<file path="src/rtl/exc_pkg.sv">
package exc_pkg;
  localparam int XLEN   = 32;
  localparam int CODE_W = 12;
  localparam int LVL_W  = 4;

  localparam int SR_MD  = 30;
  localparam int SR_RB  = 29;
  localparam int SR_BL  = 28;
  localparam int SR_FD  = 15;
  localparam int SR_IM_LO = 4;

  localparam logic [CODE_W-1:0] C_RESET   = 12'h000;
  localparam logic [CODE_W-1:0] C_MANRST  = 12'h020;
  localparam logic [CODE_W-1:0] C_MULTI   = 12'h140;
  localparam logic [CODE_W-1:0] C_MISS_RD = 12'h040;
  localparam logic [CODE_W-1:0] C_MISS_WR = 12'h060;
  localparam logic [CODE_W-1:0] C_TRAP    = 12'h160;
  localparam logic [CODE_W-1:0] C_RESUME  = 12'h1E0;

  localparam logic [XLEN-1:0] RESET_PC  = 32'hA000_0000;
  localparam logic [XLEN-1:0] OFF_GEN   = 32'h0000_0100;
  localparam logic [XLEN-1:0] OFF_MISS  = 32'h0000_0400;
  localparam logic [XLEN-1:0] OFF_IRQ   = 32'h0000_0600;

  typedef enum logic [1:0] {ENT_NONE, ENT_EXC, ENT_IRQ} entry_e;
endpackage

</file>
<file path="src/rtl/exc_arb.sv">
module exc_arb
  import exc_pkg::*;
(
  input  logic              exc_valid_i,
  input  logic [CODE_W-1:0] exc_code_i,
  input  logic              irq_req_i,
  input  logic [LVL_W-1:0]  irq_level_i,
  input  logic              sr_bl_i,
  input  logic [LVL_W-1:0]  sr_imask_i,
  input  logic              halt_irq_i,
  output entry_e            kind_o,
  output logic [CODE_W-1:0] eff_code_o,
  output logic              halt_clr_o
);
  logic irq_ok;

  // blocked state refuses irqs unless woken from halt
  assign irq_ok = irq_req_i && (irq_level_i > sr_imask_i) && (!sr_bl_i || halt_irq_i);

  always_comb begin
    kind_o     = ENT_NONE;
    eff_code_o = exc_code_i;
    halt_clr_o = 1'b0;
    if (exc_valid_i) begin
      kind_o = ENT_EXC;
      if (sr_bl_i && exc_code_i != C_RESUME) eff_code_o = C_RESET;
    end else if (irq_ok) begin
      kind_o     = ENT_IRQ;
      halt_clr_o = halt_irq_i;
    end
  end
endmodule

</file>
<file path="src/rtl/exc_vec.sv">
module exc_vec
  import exc_pkg::*;
(
  input  entry_e            kind_i,
  input  logic [CODE_W-1:0] code_i,
  input  logic [XLEN-1:0]   pc_i,
  input  logic [XLEN-1:0]   vbr_i,
  input  logic [XLEN-1:0]   sr_i,
  input  logic              dslot_i,
  output logic [XLEN-1:0]   new_pc_o,
  output logic [XLEN-1:0]   new_sr_o,
  output logic [XLEN-1:0]   new_spc_o
);
  logic rst_class, miss_class, is_trap;
  logic [XLEN-1:0] spc_adj;

  assign rst_class  = (kind_i == ENT_EXC) &&
                      (code_i == C_RESET || code_i == C_MANRST || code_i == C_MULTI);
  assign miss_class = (code_i == C_MISS_RD || code_i == C_MISS_WR);
  assign is_trap    = (kind_i == ENT_EXC) && (code_i == C_TRAP);

  always_comb begin
    spc_adj = pc_i;
    if (dslot_i) spc_adj = spc_adj - 32'd2;
    if (is_trap) spc_adj = spc_adj + 32'd2;
    new_spc_o = spc_adj;

    new_sr_o = sr_i;
    new_sr_o[SR_BL] = 1'b1;
    new_sr_o[SR_MD] = 1'b1;
    new_sr_o[SR_RB] = 1'b1;
    if (rst_class) begin
      new_sr_o[SR_FD] = 1'b0;
      new_sr_o[SR_IM_LO +: LVL_W] = '1;
    end

    if (kind_i == ENT_IRQ)  new_pc_o = vbr_i + OFF_IRQ;
    else if (rst_class)     new_pc_o = RESET_PC;
    else if (miss_class)    new_pc_o = vbr_i + OFF_MISS;
    else                    new_pc_o = vbr_i + OFF_GEN;
  end
endmodule

</file>
<file path="src/rtl/exc_entry_ctrl.sv">
module exc_entry_ctrl
  import exc_pkg::*;
(
  input  logic              clk_i,
  input  logic              rst_ni,
  input  logic              exc_valid_i,
  input  logic [CODE_W-1:0] exc_code_i,
  input  logic              irq_req_i,
  input  logic [LVL_W-1:0]  irq_level_i,
  input  logic [CODE_W-1:0] irq_code_i,
  input  logic [XLEN-1:0]   sr_i,
  input  logic [XLEN-1:0]   pc_i,
  input  logic [XLEN-1:0]   vbr_i,
  input  logic [XLEN-1:0]   r15_i,
  input  logic              dslot_i,
  input  logic              halt_irq_i,
  output logic              taken_o,
  output logic              halt_clr_o,
  output logic              dslot_clr_o,
  output logic [XLEN-1:0]   pc_o,
  output logic [XLEN-1:0]   sr_o,
  output logic [XLEN-1:0]   ssr_o,
  output logic [XLEN-1:0]   spc_o,
  output logic [XLEN-1:0]   sgr_o,
  output logic [CODE_W-1:0] expevt_o,
  output logic [CODE_W-1:0] intevt_o
);
  localparam logic [XLEN-1:0] SR_RST =
    (XLEN'(1) << SR_BL) | (XLEN'(1) << SR_MD) | (XLEN'(1) << SR_RB) |
    (XLEN'((1 << LVL_W) - 1) << SR_IM_LO);

  entry_e            kind;
  logic [CODE_W-1:0] eff_code;
  logic              hclr;
  logic [XLEN-1:0]   new_pc, new_sr, new_spc;

  exc_arb u_arb (
    .exc_valid_i (exc_valid_i),
    .exc_code_i  (exc_code_i),
    .irq_req_i   (irq_req_i),
    .irq_level_i (irq_level_i),
    .sr_bl_i     (sr_i[SR_BL]),
    .sr_imask_i  (sr_i[SR_IM_LO +: LVL_W]),
    .halt_irq_i  (halt_irq_i),
    .kind_o      (kind),
    .eff_code_o  (eff_code),
    .halt_clr_o  (hclr)
  );

  exc_vec u_vec (
    .kind_i    (kind),
    .code_i    (eff_code),
    .pc_i      (pc_i),
    .vbr_i     (vbr_i),
    .sr_i      (sr_i),
    .dslot_i   (dslot_i),
    .new_pc_o  (new_pc),
    .new_sr_o  (new_sr),
    .new_spc_o (new_spc)
  );

  always_ff @(posedge clk_i or negedge rst_ni) begin
    if (!rst_ni) begin
      taken_o     <= 1'b0;
      halt_clr_o  <= 1'b0;
      dslot_clr_o <= 1'b0;
      pc_o        <= RESET_PC;
      sr_o        <= SR_RST;
      ssr_o       <= '0;
      spc_o       <= '0;
      sgr_o       <= '0;
      expevt_o    <= '0;
      intevt_o    <= '0;
    end else begin
      taken_o     <= (kind != ENT_NONE);
      halt_clr_o  <= hclr;
      dslot_clr_o <= (kind != ENT_NONE) && dslot_i;
      if (kind != ENT_NONE) begin
        pc_o  <= new_pc;
        sr_o  <= new_sr;
        ssr_o <= sr_i;
        spc_o <= new_spc;
        sgr_o <= r15_i;
        if (kind == ENT_EXC) expevt_o <= eff_code;
        else                 intevt_o <= irq_code_i;
      end
    end
  end

  AST_EXC_WINS: assert property (@(posedge clk_i) disable iff (!rst_ni)
    exc_valid_i |=> (taken_o && $stable(intevt_o)));

  AST_BL_TO_RESET: assert property (@(posedge clk_i) disable iff (!rst_ni)
    (exc_valid_i && sr_i[SR_BL] && exc_code_i != C_RESUME) |=>
      (expevt_o == C_RESET && pc_o == RESET_PC));

  AST_BL_IRQ_REFUSED: assert property (@(posedge clk_i) disable iff (!rst_ni)
    (!exc_valid_i && sr_i[SR_BL] && !halt_irq_i) |=> !taken_o);

  AST_IRQ_MASKED: assert property (@(posedge clk_i) disable iff (!rst_ni)
    (!exc_valid_i && irq_level_i <= sr_i[SR_IM_LO +: LVL_W]) |=> (!taken_o && $stable(pc_o)));

  AST_ENTRY_STATE: assert property (@(posedge clk_i) disable iff (!rst_ni)
    taken_o |-> (sr_o[SR_BL] && sr_o[SR_MD] && sr_o[SR_RB]));

  AST_IRQ_VECTOR: assert property (@(posedge clk_i) disable iff (!rst_ni)
    (!exc_valid_i && irq_req_i && !sr_i[SR_BL] && irq_level_i > sr_i[SR_IM_LO +: LVL_W]) |=>
      (pc_o == $past(vbr_i) + OFF_IRQ && $stable(expevt_o)));

  AST_IDLE_HOLD: assert property (@(posedge clk_i) disable iff (!rst_ni)
    (!exc_valid_i && !irq_req_i) |=>
      (!taken_o && $stable(pc_o) && $stable(sr_o) && $stable(spc_o)));
endmodule

</file>
<file path="config.mk">
export PLATFORM = sky130hd
export DESIGN_NAME = exc_entry_ctrl
export DESIGN_NICKNAME = d
export VERILOG_FILES = /design/src/rtl/exc_pkg.sv /design/src/rtl/exc_arb.sv /design/src/rtl/exc_vec.sv /design/src/rtl/exc_entry_ctrl.sv
export SDC_FILE = /design/constraint.sdc
export NUM_CORES = 1
export LEC_CHECK = 0
export BUFFER_PORTS_ARGS = -buffer_cell sky130_fd_sc_hd__buf_4
export CORE_MARGIN = 5
export CORE_UTILIZATION = 50
export DETAILED_ROUTE_END_ITERATION = 12
export PLACE_DENSITY = 0.79
export SKIP_CTS_REPAIR_TIMING = 1
export SLEW_MARGIN = 10
export SYNTH_ARGS = -nofsm -noshare
export SYNTH_HDL_FRONTEND = slang
export SYNTH_SLANG_ARGS = --single-unit
export TNS_END_PERCENT = 50
</file>
<file path="constraint.sdc">
create_clock -name clk_i -period 1.25 [get_ports clk_i]
set_clock_uncertainty 0.15 [all_clocks]
set_input_delay 0.1875 -clock clk_i [delete_from_list [all_inputs] [get_ports clk_i]]
set_output_delay 0.1875 -clock clk_i [all_outputs]
set_load 0.01 [all_outputs]
</file>
==> reports/qor.yml, run 1 <==
clock_network:
  clockBufferDepth: 2
  cts_buffers: 17
  htreeDepth: 4
  root_buffer: "clkbuf_16"
  numClockSinks: 160
place:
  dpl_cell_area_mm2: 0.0133
  hpwl_um: 25800
  place_congestion: 0.927
  port_buffers: 345
floorplanning:
  die_h_um: 144
  die_w_um: 144
  start_util_pct: 51.3
  core.rowCount: 48
  io_pins: 349
run_status:
  stop_stage: "5_1_grt"
  status: "aborted with a tool error"
  error_line: "[ERROR DPL-0038] Utilization greater than 100%, impossible to legalize"
yosys:
  synth-main-ff-cell: "dfrtp_1"
  yosysWarningCount: 0
  synth_area_mm2: 0.00893
  yosysMostFrequentCell: "nand2_1"
  ys_seq_area_share_pct: 44.9
  synthTopCellsByCount: "282 x nand2_1, 154 x dfrtp_1, 77 x nor2_1, 47 x xnor2_1, 43 x clkbuf_1"
  yosysTopAreaCellShare_pct: 43.1
  synth.distinct_cells: 70
  synth_edf_count: 0
  synth_area_leader_cell: "dfrtp_1"
  synth_area_per_cell_um2: 8.57
  postSynthCellCount: 1042
  ys_ff_latch: 160
  async_reset_ff_share_pct: 100
  synth.top_cells.by_area: "dfrtp_1 43%, nand2_1 12%, xnor2_1 4.6%"
sta:
  worstEndpointType: "sequential cell input"
  postGrtWorstEndpoint: "spc_o[25]$_DFFE_PN0N_/D"
global_route:
  grt_max_degree: 60
-- through the flow --
stage / setup WS, ns / cells
after floorplan: -1.74 / 1044
after global placement: -1.71 / 1745
after detailed placement: -1.81 / 1745
after CTS: -1.34 / 1777
-- kinds of logic after synthesis --
group | share of synthesized area [%]
xor gates and xnor gates | 7.45
DFF | 44.9
buffers and inverters | 5.38
and+or+nand+nor | 27.3
other | 0.0420
AOI/OAI and AO/OA | 10.1
adders and majority gates | 1.54
muxes | 3.32
==> run 2, diff against run 1 <==
Settings changed: CORE_UTILIZATION 50 to 40, PLACE_DENSITY 0.79 to default, PLACE_DENSITY_LB_ADDON from default to 0.15.
==> reports/qor.yml, run 2 <==
run_status:
  status: "finished, violations left"
  violations: "hold timing, setup timing"
sta:
  finalCritPeriodShare_pct: 201
  slew_viol_final: 0
  min_period_ns: 2.52
  whs_ns: -0.0265
  max_freq_mhz: 397
  setup_viol: 337
  rsz0062_at_grt: "yes"
  hold_viol: 2
  slew_headroom_pct: 62.7
  layout_setup_ws_ns: -1.27
  worst_pin_slew_ns: 0.559
worst_hold_path:
  min_delay_worst_endpoint: "pc_o[30]$_DFFE_PN0N_"
  holdCritStartpoint: "vbr_i[30]"
  holdPathStages: 4
  hp-class: "in -> reg"
finish:
  final_cell_mix: "534 x buf_4, 173 x nand2_1, 151 x dfrtp_1"
  final_common_cell: "buf_4"
  layout.nets: 1894
  drive_gt1_share_pct: 54.2
  fillCellCount: 1268
  area_growth_pct: 96.5
worst_setup_path:
  startpoint_type: "primary input"
  reg2reg_slack_ns: 0.10
  criticalPathCategory: "in -> reg"
  cp-end-kind: "register"
  worstReg2RegStart: "pc_o[19]$_DFFE_PN0N_"
  critPathMaxFanout: 3
  critPathRequiredTime_ns: 1.42
  r2r_end: "pc_o[19]$_DFFE_PN0N_"
  arrival_ns: 2.68
  reg2reg_depth: 2
yosys:
  synth_area_leader_cell: "dfrtp_1"
  synth_edf_count: 0
  synth_area_per_cell_um2: 8.57
  synthTopCellsByCount: "282 x nand2_1, 154 x dfrtp_1, 77 x nor2_1, 47 x xnor2_1, 43 x clkbuf_1"
  ys_ff_latch: 160
  synth-main-ff-cell: "dfrtp_1"
  synth_area_mm2: 0.00893
  yosysMostFrequentCell: "nand2_1"
  async_reset_ff_share_pct: 100
  synth.top_cells.by_area: "dfrtp_1 43%, nand2_1 12%, xnor2_1 4.6%"
  yosysTopAreaCellShare_pct: 43.1
  postSynthCellCount: 1042
  ys_seq_area_share_pct: 44.9
  yosysWarningCount: 0
  synth.distinct_cells: 70
global_route:
  grt_first_pass_wirelength_um: 50000
  grt_max_degree: 55
  antenna_found_initial: 2
  gr-total-overflow: 0
  grt_usage_pct: 24.1
  grt_pass1_vias: 9146
run:
  maxCapViolCount: 0
clock_network:
  clk_pin_slew_worst_paths_ns: 0.07
  cts_buffers: 17
  numClockSinks: 160
  clk_latency_ns: 0.42
  root_buffer: "clkbuf_16"
  cts_tree: "built"
  htreeDepth: 4
  clockBufferDepth: 2
floorplanning:
  io_pins: 349
  die_h_um: 159
  core_mm2: 0.0219
  start_util_pct: 40.8
  die_w_um: 159
  core.rowCount: 54
  die-area_mm2: 0.0254
routing:
  via_per_inst: 5.40
  wire_per_inst_um: 21.0
  drt-total-wl_um: 42400
  drc: 0
  drt-pass1-iter-count: 5
  detail-route-antenna-nets: 0
  first_iter_violations: 912
  vias: 10900
place:
  post-place-ws_ns: -1.82
  hpwl_um: 25100
  port_buffers: 345
  place_congestion: 0.880
power:
  vdd_drop_max_mv: 0.857
  powerDensity_mw_per_mm2: 1040
  cellLeakagePower_uw: 0.00834
[run 2: cell type report]
class | count | area [µm²] | area share [%]
diodes | 2 | 5.00 | 0.0285
clock buffers | 18 | 429 | 2.44
clock inverters | 14 | 193 | 1.10
inverters | 15 | 88.8 | 0.506
multi-input cells | 789 | 5790 | 33.0
flip-flops and latches | 160 | 4020 | 22.9
well taps | 280 | 350 | 2.00
repair buffers | 735 | 6660 | 37.9
repair inverters | 3 | 26.3 | 0.150
[run 2: logic make-up after synthesis]
family	count (synthesis)	share of synthesized area, %
AND/OR/NAND/NOR	527	27.3
adder cells (fa/ha/maj)	11	1.54
AO/OA/AOI/OAI	144	10.1
XOR/XNOR	76	7.45
buffers and inverters	95	5.38
flip-flops	160	44.9
other	1	0.0420
multiplexers	28	3.32
[run 2: worst max-delay path: stages]
cell and delay, ns:
buf_4 0.11, or4b_4 0.57, nor4_4 0.36, mux2i_2 0.38, a31oi_4 0.16, nor4_4 0.28, nand2_2 0.09, or3_1 0.37
a31o_1 0.18
[run 2: per-stage QoR]
step	total power, µW	instances	utilization [%]	setup TNS (ns)	instance area [µm²]
after global placement	10800	1810	61.6	-165.20	13500
after global routing	19000	2016	80.2	-137.07	17600
final	18300	2016	80.2	-120.76	17600
after floorplan	8210	1044	-	-123.41	9280
after detailed placement	10900	1810	61.6	-170.86	13500
after CTS	16600	1842	64.4	-114.45	14100
[run 2: how the worst max path moves through the flow]
| stage | from | end | slack (ns) | cells after the start |
|---|---|---|---|---|
| detailed placement | pc_i[2] | spc_o[25]$_DFFE_PN0N_ | -1.82 | 11 |
| global route | pc_i[1] | spc_o[25]$_DFFE_PN0N_ | -1.37 | 11 |
| global placement | pc_i[2] | spc_o[25]$_DFFE_PN0N_ | -1.74 | 11 |
| finish | pc_i[4] | spc_o[25]$_DFFE_PN0N_ | -1.27 | 9 |
| floorplan | pc_i[1] | spc_o[25]$_DFFE_PN0N_ | -1.74 | 11 |
| CTS | pc_i[2] | spc_o[25]$_DFFE_PN0N_ | -1.36 | 11 |
[run 2: metal layers]
layer / global-route usage [%] / up-vias / share of wire (%)
met1: 30.5 / 5347 / 38
met4: 6.09 / 0 / 4.3
met3: 5.28 / 124 / 6.9
li1: - / 4905 / -
met2: 41.8 / 519 / 51
met5: 0 / - / 0
[run 2: where the power goes]
group	internal (µW)	switching (µW)	total [µW]
Sequential	5880	603	6490
Combinational	3240	2870	6110
Clock	3230	2480	5720
Power figures use the tool's default switching activity.
==> run 3, diff against run 2 <==
Settings changed: SYNTH_HIERARCHICAL from default to 1.
==> reports/qor.yml, run 3 <==
run_status:
  status: "finished, violations left"
  violations: "setup timing"
finish:
  layout.nets: 1779
  utilization_pct: 70.4
  drive_gt1_share_pct: 62.6
  final_cell_mix: "565 x buf_4, 178 x dfrtp_1, 170 x mux2_4"
  regArea_mm2: 0.00469
  final_cells: 1962
  area_growth_pct: 74.7
  multi_input_area_mm2: 0.00662
  fillCellCount: 1927
  final_common_cell: "buf_4"
routing:
  vias: 10100
  wire_per_inst_um: 19.7
  detail-route-antenna-nets: 0
  drc: 0
  first_iter_violations: 419
  drt-total-wl_um: 38600
  drt-pass1-iter-count: 7
  via_per_inst: 5.13
worst_setup_path:
  cp-end-kind: "register"
  r2r_end: "sgr_o[15]$_DFFE_PN0P_"
  critPathMaxFanout: 3
  arrival_ns: 2.91
  critPathRequiredTime_ns: 1.43
  startpoint_type: "primary input"
  criticalPathCategory: "in -> reg"
  reg2reg_depth: 1
  reg2reg_slack_ns: 0.28
  worstReg2RegStart: "sgr_o[15]$_DFFE_PN0P_"
floorplanning:
  start_util_pct: 40.3
  die_h_um: 174
  die_w_um: 174
  core.rowCount: 60
  io_pins: 349
  die-area_mm2: 0.0304
  core_mm2: 0.0268
clock_network:
  clk_pin_slew_worst_paths_ns: 0.08
  numClockSinks: 187
  htreeDepth: 4
  cts_buffers: 17
  root_buffer: "clkbuf_16"
  clk_latency_ns: 0.43
  cts_tree: "built"
  clockBufferDepth: 2
sta:
  hold_viol: 0
  layout_setup_ws_ns: -1.48
  whs_ns: 0.00658
  min_period_ns: 2.73
  setup_viol: 373
  finalCritPeriodShare_pct: 218
  max_freq_mhz: 366
  slew_viol_final: 0
  rsz0062_at_grt: "yes"
yosys:
  synth.top_cells.by_area: "dfrtp_1 41%, mux2_4 11%, mux2_2 11%"
  synthTopCellsByCount: "178 x dfrtp_1, 105 x mux2_2, 80 x mux2_4, 49 x nor2_1, 40 x nand2_1"
  synth_area_per_cell_um2: 11.6
  ys_ff_latch: 187
  synth-main-ff-cell: "dfrtp_1"
  yosysWarningCount: 6
  async_reset_ff_share_pct: 100
  synth.area.mux_share_pct: 22.6
  yosysMostFrequentCell: "dfrtp_1"
  synth_edf_count: 0
  yosysTopAreaCellShare_pct: 41.2
  synth-compound-area-share_pct: 7.73
  synthXorXnorAreaFrac_pct: 4.78
  synth_area_mm2: 0.0108
  ys_seq_area_share_pct: 43.4
  postSynthCellCount: 931
  synth_area_leader_cell: "dfrtp_1"
  synth.distinct_cells: 80
  synth_top_family_by_area: "multiplexers"
  synthAdderAreaFrac_pct: 1.27
  yosys.area_share.simple_pct: 14.8
worst_hold_path:
  holdCritStartpoint: "exc_code_i[11]"
  min_delay_worst_endpoint: "expevt_o[11]$_DFFE_PN0P_"
  holdPathStages: 3
  hp-class: "in -> reg"
place:
  dp_cells: 1794
  place_congestion: 0.898
  port_buffers: 348
  post-place-ws_ns: -2.05
  hpwl_um: 26400
global_route:
  antenna_found_initial: 5
  grt_pass1_vias: 9590
  grt_max_degree: 58
  grt_first_pass_wirelength_um: 51800
  gr-total-overflow: 0
  grt_usage_pct: 21.1
power:
  seqPwrFrac_pct: 38.3
  vdd_drop_max_mv: 0.749
  clkPwrFrac_pct: 30.6
  powerDensity_mw_per_mm2: 1020
  pwr-share-comb_pct: 31.2
  power_switching_uw: 5790
  fin_total_pwr_uw: 19200
  power.internal_uw: 13400
  p_sw_share_pct: 30.1
  cellLeakagePower_uw: 0.00899
run:
  maxCapViolCount: 0
-- run 3: changes by cell type in the layout (fill, tap and decap cells not counted), moves of 13 or more --
cell	previous run	this run
dfrtp_1	151	178
buf_4	534	565
nand2_2	76	10
nand2_1	173	27
nand3_2	20	7
nor2_1	62	42
xnor2_1	43	25
nand2_4	33	4
buf_6	54	29
mux2_4	5	170
-- run 3: cell type report --
type | instances | area share, %
clock inverter | 15 | 1.15
antenna | 2 | 0.0265
timing repair buffer | 730 | 34.1
sequential | 187 | 24.9
inverter | 12 | 0.278
clock buffer | 17 | 2.25
multi-input combinational | 658 | 35.1
tap | 341 | 2.26
-- run 3: per-stage QoR --
step,area [µm²],setup TNS (ns)
finish,18900,-206.10
CTS,16200,-202.50
detailed placement,15600,-272.28
global route,18900,-222.94
floorplan,11200,-196.86
global placement,15600,-269.18
-- run 3: worst max path at each step --
stage | slack (ns) | cells past startpoint | endpoint | start
after floorplan | -1.75 | 11 | spc_o[27]$_DFFE_PN0P_ | exc_code_i[5]
after global placement | -1.98 | 15 | spc_o[31]$_DFFE_PN0P_ | sr_i[5]
after detailed placement | -2.05 | 15 | spc_o[31]$_DFFE_PN0P_ | sr_i[5]
after CTS | -1.58 | 15 | spc_o[31]$_DFFE_PN0P_ | sr_i[5]
after global routing | -1.62 | 16 | spc_o[25]$_DFFE_PN0P_ | pc_i[7]
final | -1.48 | 15 | spc_o[28]$_DFFE_PN0P_ | sr_i[5]
-- run 3: cell families (layout without fill, tap and decap cells) --
group                    count (synthesis)  count (layout)
other                                    1               5
multiplexers                           191             191
adder cells (fa/ha/maj)                 11              11
flip-flops                             187             187
AO/OA/AOI/OAI                          123             123
AND/OR/NAND/NOR                        271             271
XOR/XNOR                                59              59
buffers and inverters                   88             774
-- run 3: worst max-delay path: stages --
cell and delay (ns):
buf_8 0.09, inv_8 0.03, ha_4 0.24, nor2b_4 0.12, o211ai_1 0.24, a221oi_2 0.14
nor2b_2 0.18, buf_4 0.14, and4_1 0.19, nand3_2 0.13, a211oi_4 0.29, nand3_2 0.17
or3_4 0.36, xor2_1 0.14, mux2_4 0.25
-- run 3: power by group through the flow --
stage / logic, µW / clock network, µW / registers [µW]
global placement: 4880 / 0 / 7390
floorplan: 1910 / 0 / 7760
detailed placement: 4940 / 0 / 7420
CTS: 4950 / 6000 / 7320
global route: 6350 / 6240 / 7470
finish: 5990 / 5880 / 7360
-- run 3: metal layers --
| layer | share of wire, % | vias to the layer above | global-route usage, % |
|---|---|---|---|
| li1 | - | 4710 | - |
| met1 | 41 | 4942 | 27.1 |
| met2 | 50 | 362 | 35.0 |
| met3 | 6.5 | 46 | 6.79 |
| met4 | 1.8 | 6 | 4.78 |
| met5 | 0.11 | - | 0 |
